==> src/rtl/lvmon_pkg.sv <==
package lvmon_pkg;
    typedef enum logic [0:0] {
        ST_SUPPLY_OK  = 1'b0,
        ST_SUPPLY_LOW = 1'b1
    } supply_state_t;

    localparam int unsigned FLAG_LV = 0;
    localparam int unsigned FLAG_PI = 1;
    localparam int unsigned NUM_FLAGS = 2;
endpackage

==> src/rtl/lvmon_sync.sv <==
module lvmon_sync #(
    parameter int unsigned WIDTH  = 2,
    parameter int unsigned STAGES = 2
) (
    input  logic             clk,
    input  logic             rst,
    input  logic [WIDTH-1:0] d_async,
    output logic [WIDTH-1:0] q_sync
);
    localparam int unsigned LAST = STAGES - 1;

    logic [WIDTH-1:0] stage [STAGES];

    always_ff @(posedge clk) begin
        if (rst) begin
            for (int i = 0; i < STAGES; i++) stage[i] <= '0;
        end else begin
            stage[0] <= d_async;
            for (int i = 1; i < STAGES; i++) stage[i] <= stage[i-1];
        end
    end

    assign q_sync = stage[LAST];
endmodule

==> src/rtl/lvmon_hyst_fsm.sv <==
module lvmon_hyst_fsm
    import lvmon_pkg::*;
(
    input  logic clk,
    input  logic rst,
    input  logic active_i,
    input  logic below_i,
    input  logic above_i,
    output logic status_o,
    output logic change_o
);
    supply_state_t state_q, state_nx;

    // next-state: GO_LOW, GO_OK, HOLD
    always_comb begin
        state_nx = state_q;
        unique case (state_q)
            ST_SUPPLY_OK:  if (active_i && below_i) state_nx = ST_SUPPLY_LOW;
            ST_SUPPLY_LOW: if (active_i && above_i) state_nx = ST_SUPPLY_OK;
            default:       state_nx = ST_SUPPLY_OK;
        endcase
    end

    always_ff @(posedge clk) begin
        if (rst) state_q <= ST_SUPPLY_OK;
        else     state_q <= state_nx;
    end

    always_comb begin
        status_o = (state_q == ST_SUPPLY_LOW);
        change_o = (state_nx != state_q);
    end

    AST_HOLD_OFF_MODE: assert property (@(posedge clk) disable iff (rst)
        !active_i |=> $stable(status_o));
    AST_GO_LOW: assert property (@(posedge clk) disable iff (rst)
        (active_i && below_i && !status_o) |=> status_o);
    AST_HYSTERESIS: assert property (@(posedge clk) disable iff (rst)
        (status_o && !above_i) |=> status_o);
endmodule

==> src/rtl/lvmon_flag.sv <==
module lvmon_flag (
    input  logic clk,
    input  logic rst,
    input  logic set_i,
    input  logic clr_i,
    output logic flag_o
);
    always_ff @(posedge clk) begin
        if (rst)        flag_o <= 1'b0;
        else if (set_i) flag_o <= 1'b1;
        else if (clr_i) flag_o <= 1'b0;
    end

    AST_SET_BEATS_CLR: assert property (@(posedge clk) disable iff (rst)
        (set_i && clr_i) |=> flag_o);
    AST_STICKY: assert property (@(posedge clk) disable iff (rst)
        (flag_o && !clr_i) |=> flag_o);
endmodule

==> src/rtl/lvmon_irq_top.sv <==
module lvmon_irq_top
    import lvmon_pkg::*;
#(
    parameter int unsigned SYNC_STAGES = 2
) (
    input  logic       clk,
    input  logic       rst,
    input  logic       cmp_below,
    input  logic       cmp_above,
    input  logic       full_perf,
    input  logic       tick_pulse,
    input  logic       en_wr,
    input  logic       en_lv,
    input  logic       en_pi,
    input  logic       clr_wr,
    input  logic [1:0] clr_bits,
    output logic       lv_status,
    output logic       lv_flag,
    output logic       pi_flag,
    output logic       lv_ie,
    output logic       pi_ie,
    output logic       lv_irq,
    output logic       pi_irq
);
    localparam int unsigned CMP_W = 2;

    logic [CMP_W-1:0] cmp_sync;
    logic             status_change;
    logic [NUM_FLAGS-1:0] flag_set, flag_clr, flag_q;

    lvmon_sync #(.WIDTH(CMP_W), .STAGES(SYNC_STAGES)) u_sync (
        .clk     (clk),
        .rst     (rst),
        .d_async ({cmp_above, cmp_below}),
        .q_sync  (cmp_sync)
    );

    lvmon_hyst_fsm u_fsm (
        .clk      (clk),
        .rst      (rst),
        .active_i (full_perf),
        .below_i  (cmp_sync[0]),
        .above_i  (cmp_sync[1]),
        .status_o (lv_status),
        .change_o (status_change)
    );

    assign flag_set[FLAG_LV] = status_change;
    assign flag_set[FLAG_PI] = tick_pulse;

    generate
        for (genvar g = 0; g < NUM_FLAGS; g++) begin : g_flag
            assign flag_clr[g] = clr_wr && clr_bits[g];
            lvmon_flag u_flag (
                .clk    (clk),
                .rst    (rst),
                .set_i  (flag_set[g]),
                .clr_i  (flag_clr[g]),
                .flag_o (flag_q[g])
            );
        end
    endgenerate

    always_ff @(posedge clk) begin
        if (rst) begin
            lv_ie <= 1'b0;
            pi_ie <= 1'b0;
        end else if (en_wr) begin
            lv_ie <= en_lv;
            pi_ie <= en_pi;
        end
    end

    always_comb begin
        lv_flag = flag_q[FLAG_LV];
        pi_flag = flag_q[FLAG_PI];
        lv_irq  = lv_flag && lv_ie && full_perf;
        pi_irq  = pi_flag && pi_ie;
    end

    AST_CHANGE_SETS_FLAG: assert property (@(posedge clk) disable iff (rst)
        !$stable(lv_status) |-> lv_flag);
    AST_TICK_SETS_FLAG: assert property (@(posedge clk) disable iff (rst)
        tick_pulse |=> pi_flag);
    AST_NO_IRQ_OFF_MODE: assert property (@(posedge clk) disable iff (rst)
        !full_perf |-> !lv_irq);
    AST_EN_HOLD: assert property (@(posedge clk) disable iff (rst)
        !en_wr |=> ($stable(lv_ie) && $stable(pi_ie)));
endmodule

==> config.mk <==
export PLATFORM = sky130hd
export DESIGN_NAME = lvmon_irq_top
export DESIGN_NICKNAME = d
export VERILOG_FILES = /design/src/rtl/lvmon_pkg.sv /design/src/rtl/lvmon_sync.sv /design/src/rtl/lvmon_hyst_fsm.sv /design/src/rtl/lvmon_flag.sv /design/src/rtl/lvmon_irq_top.sv
export SDC_FILE = /design/constraint.sdc
export NUM_CORES = 1
export LEC_CHECK = 0
export BUFFER_PORTS_ARGS = -buffer_cell sky130_fd_sc_hd__buf_4
export CAP_MARGIN = 5
export CORE_AREA = 2 2 39 41
export CTS_CLUSTER_SIZE = 12
export DETAILED_ROUTE_END_ITERATION = 7
export DIE_AREA = 0 0 41 43
export GPL_ROUTABILITY_DRIVEN = 0
export SYNTH_ARGS = -nofsm -noshare
export SYNTH_HDL_FRONTEND = slang
export SYNTH_SLANG_ARGS = --single-unit
==> constraint.sdc <==
create_clock -name clk -period 1.2 [get_ports clk]
set_input_delay 0.24 -clock clk [delete_from_list [all_inputs] [get_ports clk]]
set_output_delay 0.24 -clock clk [all_outputs]
set_load 0.05 [all_outputs]
# Yosys cells after proc, flatten, opt, wreduce, memory -nomap -nowiden
# Memory sizes are Yosys's and may differ from the RTL's.
# Cells that the tools add are included.
dict set report classes {
  n_eq_ne 1
  mux 12
  n_bitwise 3
  n_reduce_logical 9
}
# op n
set op_table {}
lappend op_table {{2-to-1 mux 1 bit} 9}
lappend op_table {{logical AND 1 bit} 7}
lappend op_table {{2-to-1 mux 2 bit} 2}
lappend op_table {{nonzero test 2 bit} 2}
lappend op_table {{OR 1 bit} 2}
lappend op_table {{one-hot mux 1 bit (2 select lines)} 1}
lappend op_table {{!= test 1 bit} 1}
lappend op_table {{inverter 1 bit} 1}
dict set report word_totals {
  ff_bits 5
  ram_bits 4
  in_bits 12
  output_inout_bits 7
  n_memories 1
}
# name words word_bits rd rd_ports_with_merged_regs write_ports line_no
set mem_list {}
lappend mem_list {u_sync.stage 2 2 2 0 2 lvmon_sync.sv:12} ;# logic [WIDTH-1:0] stage [STAGES];

# Longest topological paths before layout
# Gate-level depths: netlist (run 1).
dict set report logic_depth {
  ltp_word 5
  depth_mapped 3
}

# Hierarchy
# A second synthesis (run 1) with hierarchy kept.
dict set report unflattened {
  hier_cells 34
  hier_area_um2 352.8
}
# module instances cells_each area_per_inst_um2 seq_area_each_um2
set modules_own_cells {}
lappend modules_own_cells {lvmon_sync 1 10 120.1 80.1}
lappend modules_own_cells {lvmon_irq_top 1 10 92.6 40.0}
lappend modules_own_cells {lvmon_flag 2 4 38.8 20.0}
lappend modules_own_cells {lvmon_hyst_fsm 1 6 62.6 20.0}

# Least setup slack after synthesis (run 1)
# Ideal clock, no wire load.
dict set report synth_path {
  path_type {register -> output}
  from {register lv_ie}
  to {output port lv_irq}
  t_arrival_ns 1.168
  t_required_ns 0.960
  path_slack_ns -0.208
  path_stages_with_launch 2
  n_path_buf 0
  cell_sequence {dfxtp_1 > and3_1}
}
dict set report synth_between {
  elab_chain_cells 2
}
# item line_no
set synth_lines {}
lappend synth_lines {{from (decl)} lvmon_irq_top.sv:20} ;# output logic lv_ie,
lappend synth_lines {{from (signal assigned)} lvmon_irq_top.sv:69} ;# lv_ie <= en_lv;
lappend synth_lines {{logical AND 1 bit (2 in a row)} lvmon_irq_top.sv:77} ;# lv_irq = lv_flag && lv_ie && full_perf;
lappend synth_lines {{to (decl)} lvmon_irq_top.sv:22} ;# output logic lv_irq,
# No other way between the ends.

# Final worst setup path (run 1)
dict set report layout_path {
  from {register g_flag[1].u_flag.flag_o}
  to {output port pi_irq}
}
dict set report layout_between {
  elab_chain_cells 1
}
# item line_no
set layout_lines {}
lappend layout_lines {{from (decl)} lvmon_flag.sv:6} ;# output logic flag_o
lappend layout_lines {{from (signal assigned)} lvmon_flag.sv:9} ;# if (rst) flag_o <= 1'b0;
lappend layout_lines {{from (signal assigned)} lvmon_flag.sv:10} ;# else if (set_i) flag_o <= 1'b1;
lappend layout_lines {{from (signal assigned)} lvmon_flag.sv:11} ;# else if (clr_i) flag_o <= 1'b0;
lappend layout_lines {{logical AND 1 bit} lvmon_irq_top.sv:78} ;# pi_irq = pi_flag && pi_ie;
lappend layout_lines {{to (decl)} lvmon_irq_top.sv:23} ;# output logic pi_irq
# No other way between the ends.

==> results of run 1 <==
state kept, by name, indices dropped and copies added, names as in the netlist:
signal / flops
lv_ie: 1
pi_ie: 1
u_fsm.status_o: 1
u_sync.stage: 4
g_flag.u_flag.flag_o: 2
metrics by stage:
stage,instances,utilization,setup WS [ns]
2_1_floorplan,29,-,0.0796
3_3_place_gp,62,0.354,0.220
3_5_place_dp,62,0.354,0.216
4_1_cts,66,0.373,0.00499
5_1_grt,66,0.376,0.0000749
6_report,66,0.376,0.0351
kinds of logic after synthesis:
kind of cell    after synthesis  synth area share
simple gates                 10             0.173
flops                         9             0.531
compound gates                6             0.173
mux                           3            0.0886
buf+inv                       1            0.0332
cell usage in the layout (no fill, tap or decap):
cell and count:
nand2b_1 1, clkbuf_1 1, and3_2 1, a21oi_2 1
dfxtp_1 5, nor2b_1 4, and2_2 1, buf_4 17
o21ba_2 1, nand3b_1 1, o22ai_2 1, a21bo_2 1
buf_6 1, clkbuf_4 3, dfxtp_2 4, a21boi_0 1
nor2_1 2, a21bo_1 1, mux2i_1 3
power breakdown:
| part | internal [W] | switching, W | total, W |
|---|---|---|---|
| logic | 0.0000520 | 0.0000560 | 0.000108 |
| registers | 0.000315 | 0.00000748 | 0.000323 |
| clock network | 0.000128 | 0.0000962 | 0.000224 |
cells in the mapped netlist:
library cell	count	area, sq um
o22ai_2	1	12.5
a21bo_2	1	10.0
nand3b_1	1	7.51
and2_1	1	6.26
a21oi_2	1	8.76
o21ba_2	1	10.0
mux2i_1	3	30.0
buf_6	1	11.3
nor2b_1	4	25.0
nand2b_1	1	6.26
a21boi_0	1	7.51
and3_1	1	6.26
a21bo_1	1	10.0
dfxtp_1	9	180
nor2_1	2	7.51
area by class of cell:
| cell class | instances | area [sq um] |
|---|---|---|
| clock buffer | 4 | 26.3 |
| fill | 150 | 863 |
| multi-input combinational | 19 | 150 |
| sequential | 9 | 185 |
| tap | 16 | 20.0 |
| timing repair buffer | 18 | 139 |
per-layer routing:
metal,vias to the layer above,GRT usage,share of wire
li1,141,-,-
met1,120,0.0677,0.34
met2,18,0.125,0.48
met3,0,0.0366,0.18
met4,0,0.0600,0
met5,-,0,0
how the worst min path moves through the flow:
stage	to	depth (start not counted)
after floorplan	u_sync.stage[0][0]	1
after global placement	u_sync.stage[0][3]	1
after detailed placement	u_sync.stage[0][3]	1
after CTS	u_sync.stage[0][1]	2
after global routing	g_flag[1].u_flag.flag_o	2
final	u_sync.stage[0][1]	2
==> metrics.txt, run 1 <==
CP delay by family, top flip-flops; net count after synthesis 41; Final Critical Period 1.16 ns; Port Buffers 18; Worst Hold Class input port to register; worst slew pin tran 0.156 ns; Max FO, Critical Path 3; layout cells sized above 1 0.620; max incr delay on CP 0.32 ns; Crit. path cell count 2; Detailed Route WL 602 um; Setup TNS 0 ns; worst reg2reg startpoint u_fsm.status_o; Routed Antenna Nets 0; CTS Buf Count 3; Worst VDD drop 0.000478 V; routed len/inst 9.12 um; minimum hold slack 0.196 ns; Resized cells post-CTS 0; synthesis warning total 0; Area Overhead vs Synth 53.5%; P per Cell Area 1260 nW/um^2; Vias 279; FF-to-FF End g_flag[0].u_flag.flag_o; CP max stage cell dfxtp_2; Syn Inst Count 29; pin count of the biggest net entering global routing 11; GR Overflow Total 0; Final setup viols 0; status finished, final reports clean; H-tree depth 1; max-slew violations 0; crit end category output port; Row Count 14; R2R Setup Slk 0.38 ns; CTS Sinks 9; initial antenna violation count 0; Pwr Total 0.000655 W; Post-CTS Setup Bufs 0; post-route cell area 520 sq um; Final nets 63; Die Footprint 1760 sq um; drt first pass iters 1; GRT Overall Usage 0.0774; worst hold start cmp_above; CTS root buf clkbuf_4; Req. time, crit path 0.96 ns; Post-Route Skew 0.000566 ns; CP Cell Sequence and2_2, buf_4; Synth Register Bits 9; Vias/cell 4.23; max frequency 858 MHz; I/O pins 19; Diodes inserted 0; WS Path Type register to output port; leakage power 0.236 nW; vias in the first global route 268; Initial Util 0.245; placed inst area 490 sq um; CP Data Arrival Time 0.92 ns; Startpoint Class register; Initial DRC Count 0; maximum capacitance violations 0; first-pass GRT wire length 876 um; DRC violations left 0; Rel. slew slack 0.893; post-synthesis cell type count 15; RSZ-0062 raised after global routing false; die width 41 um; Mapped Avg Cell Area 11.7 sq um; Die H 43 um; worst skew pair latency 0.25 ns; Core Box Area 1380 sq um; fin crit share 0.971; Mapped Area 339 sq um; sum of buffers and inverters on the critical path 1; R2R cell count 2; Setup crit end pi_irq; CP Launch Point g_flag[1].u_flag.flag_o; cts hold-fix bufs 0; Reg clk slew, reported paths 0.06 ns; Max Root-Sink Buffers 2; Final Hold Fails 0; Seq/Total Area, Yosys 0.531; CTS tree yes
No activity file was read; power rests on OpenSTA's default activity.
==> inputs of run 2 (changes only) <==
Settings changed: ABC_AREA set to 1.
==> run 2 against run 1 <==
  * Flip-flop and latch count unchanged
  * Routed wire length increased by 0.66%
  * Combinational power increased by 4%
  * Design area increased by 0.72%
  * First-iteration DRC count increased by 5
  * Largest cell class unchanged
  * Power increased by 1.8%
  * Synthesized area decreased by 5.2%
  * Clock power increased by 2%
  * Highest routed layer is now met4
  * Global-route usage increased by 0.93 points
  * Clock skew increased by 0.0043 ns
  * Worst setup slack got worse by 0.0041 ns
==> metrics.txt, run 2 <==
status finished, final reports clean; GRT Overall Usage 0.0867 (+0.00931); Vias/cell 4.04 (-4.5%); GR Overflow Total 0 (unchanged); max frequency 855 MHz (-0.35%); Regs by FF count u_sync.stage: 4 flops, g_flag.u_flag.flag_o: 2 flops; vias in the first global route 267 (-0.37%); R2R Setup Slk 0.45 ns (+0.07 ns); Die Footprint 1760 sq um (unchanged); CTS Buf Count 3 (unchanged); leading area contributor after synthesis dfxtp_1; Max FO, Critical Path 3 (unchanged); drt first pass iters 4 (+3); Rel. slew slack 0.905 (+0.0120); H-tree depth 1 (unchanged); Final Critical Period 1.17 ns (+0.00412 ns); Worst VDD drop 0.000709 V (+48%); Startpoint Class register; Detailed Route WL 606 um (+0.66%); worst reg2reg startpoint g_flag[0].u_flag.flag_o; routed len/inst 7.48 um (-18%); Synth top area share 0.560 (+0.0289); Core Box Area 1380 sq um (unchanged); multi-input logic area 108 sq um (-28%); Port Buffers 18 (unchanged); worst hold start rst; Pwr Total 0.000667 W (+1.8%); fin crit share 0.974 (+0.00344); pin count of the biggest net entering global routing 7 (-4); leakage power 0.284 nW (+20%); Final Hold Fails 0 (unchanged); commonest non-fill, non-tap cell in the layout buf_4; Vias 327 (+17%); net count after synthesis 54 (+32%); most area-consuming cells after synthesis dfxtp_1, nor2_1, inv_1; initial antenna violation count 0 (unchanged); Worst Hold Class input port to register; Row Count 14 (unchanged); max incr delay on CP 0.32 ns (about the same); DRC violations left 0 (unchanged); Mapped Avg Cell Area 7.66 sq um (-35%); Post-DP HPWL 483 um; CP delay by family, top flip-flops; Setup WS post-layout 0.0310 ns (-0.00412 ns); CTS tree yes; Biggest register u_sync.stage; Max Root-Sink Buffers 2 (unchanged); Seq/Total Area, Yosys 0.560 (+0.0289); CP max stage cell dfxtp_2; number of fill cells 164 (+9.3%); most frequent cells in the layout buf_4, nor2_1, inv_1; R2R cell count 5 (+3); CP Cell Sequence and3_2, buf_8; maximum capacitance violations 0 (unchanged); I/O pins 19 (unchanged); worst slew pin tran 0.141 ns (-0.0150 ns); most common cell in the synthesized netlist nor2_1; Initial Util 0.232 (-0.0127); Reg clk slew, reported paths 0.06 ns (about the same); Routed Antenna Nets 0 (unchanged); Final setup viols 0 (unchanged); CP Data Arrival Time 0.93 ns (about the same); die width 41 um (unchanged); Worst Hold Depth 2 (unchanged); CTS Sinks 9 (unchanged); Die H 43 um (unchanged); worst skew pair latency 0.26 ns (about the same); crit end category output port; first-pass GRT wire length 986 um (+13%); synthesis warning total 0 (unchanged); post-synthesis cell type count 10 (-5); Syn Inst Count 42 (+45%); Final nets 78 (+24%); Mapped Area 322 sq um (-5.2%); FF/Latch Area 185 sq um (unchanged); Placement Setup Slack 0.215 ns (-0.00116 ns); Area Overhead vs Synth 63.0%; max FFs per register 4 (unchanged); Diodes inserted 0 (unchanged); FF-to-FF End g_flag[0].u_flag.flag_o; sum of buffers and inverters on the critical path 1 (unchanged); synth cell count leaders nor2_1, dfxtp_1, inv_1; Synth Register Bits 9 (unchanged); WS Path Type register to output port; max-slew violations 0 (unchanged); Post-synth EDFFs 0 (unchanged); Post-Route Skew 0.00484 ns (+0.00427 ns); async set-or-reset flop fraction in the synthesized netlist 0 (unchanged); Hold Path Sink g_flag[1].u_flag.flag_o; Post-synth top flop dfxtp_1; CTS root buf clkbuf_4; Initial DRC Count 5 (+5); layout cells sized above 1 0.462 (-0.158); Req. time, crit path 0.96 ns (about the same); P per Cell Area 1270 nW/um^2 (+1.1%)
[run 2: cell count changes in the layout (fill, tap and decap cells not counted), sizes merged, moves of 3 or more]
cell   delta
mux2i     -3
nor2      +8
nand2     +6
nand3     +3
nor2b     -4
inv       +9
[run 2: layer usage]
| layer | up-vias | track usage | routed length [um] |
|---|---|---|---|
| met4 | 0 | 0.0600 | 18 |
| met1 | 134 | 0.111 | 269 |
| met5 | - | 0 | 0 |
| met2 | 16 | 0.106 | 253 |
| met3 | 4 | 0.0471 | 65 |
| li1 | 173 | - | - |
[run 2: how the worst max path moves through the flow]
stage / startpoint / endpoint / slack (ns) / cells past startpoint
final: g_flag[0].u_flag.flag_o / lv_irq / 0.03 / 2
after floorplan: g_flag[1].u_flag.flag_o / pi_irq / 0.08 / 2
after CTS: g_flag[0].u_flag.flag_o / lv_irq / 0.006 / 2
after global placement: full_perf / lv_irq / 0.22 / 3
after global routing: g_flag[0].u_flag.flag_o / lv_irq / -0.0005 / 2
after detailed placement: full_perf / lv_irq / 0.21 / 3
[run 2: cell type report]
class,instances,share of cell area
Sequential cell,9,0.353
Timing Repair Buffer,19,0.286
Multi-Input combinational cell,24,0.205
Inverter,9,0.0644
Clock buffer,3,0.0430
Tap cell,16,0.0382
Clock inverter,1,0.00955
[run 2: report_power, final]
| group | internal [W] | leakage (nW) | switching [W] | total, W |
|---|---|---|---|---|
| clock | 0.000123 | 0.0177 | 0.000106 | 0.000229 |
| sequential | 0.000316 | 0.0756 | 0.00000908 | 0.000325 |
| combinational | 0.0000481 | 0.191 | 0.0000641 | 0.000112 |
| total | 0.000487 | 0.284 | 0.000179 | 0.000667 |
[run 2: cells by family after synthesis]
| group | Yosys count | synth area share |
|---|---|---|
| and+or+nand+nor | 20 | 0.272 |
| DFF | 9 | 0.560 |
| buffers and inverters | 9 | 0.105 |
| AOI/OAI and AO/OA | 4 | 0.0623 |
[run 2: timing repair]
action,4_1_cts,5_1_grt
endpoints found under the setup margin,0,1
resized for setup,0,2
buffers inserted,0,1
hold buffers,0,0
[run 2: through the flow]
step	hold WS [ns]	cell area [sq um]	TNS [ns]	util	instances
floorplan	0.305	327	0	-	42
global placement	0.393	482	0	0.348	76
detailed placement	0.396	482	0	0.348	76
CTS	0.172	509	0	0.368	80
global route	0.170	524	-0.000541	0.379	81
finish	0.173	524	0	0.379	81
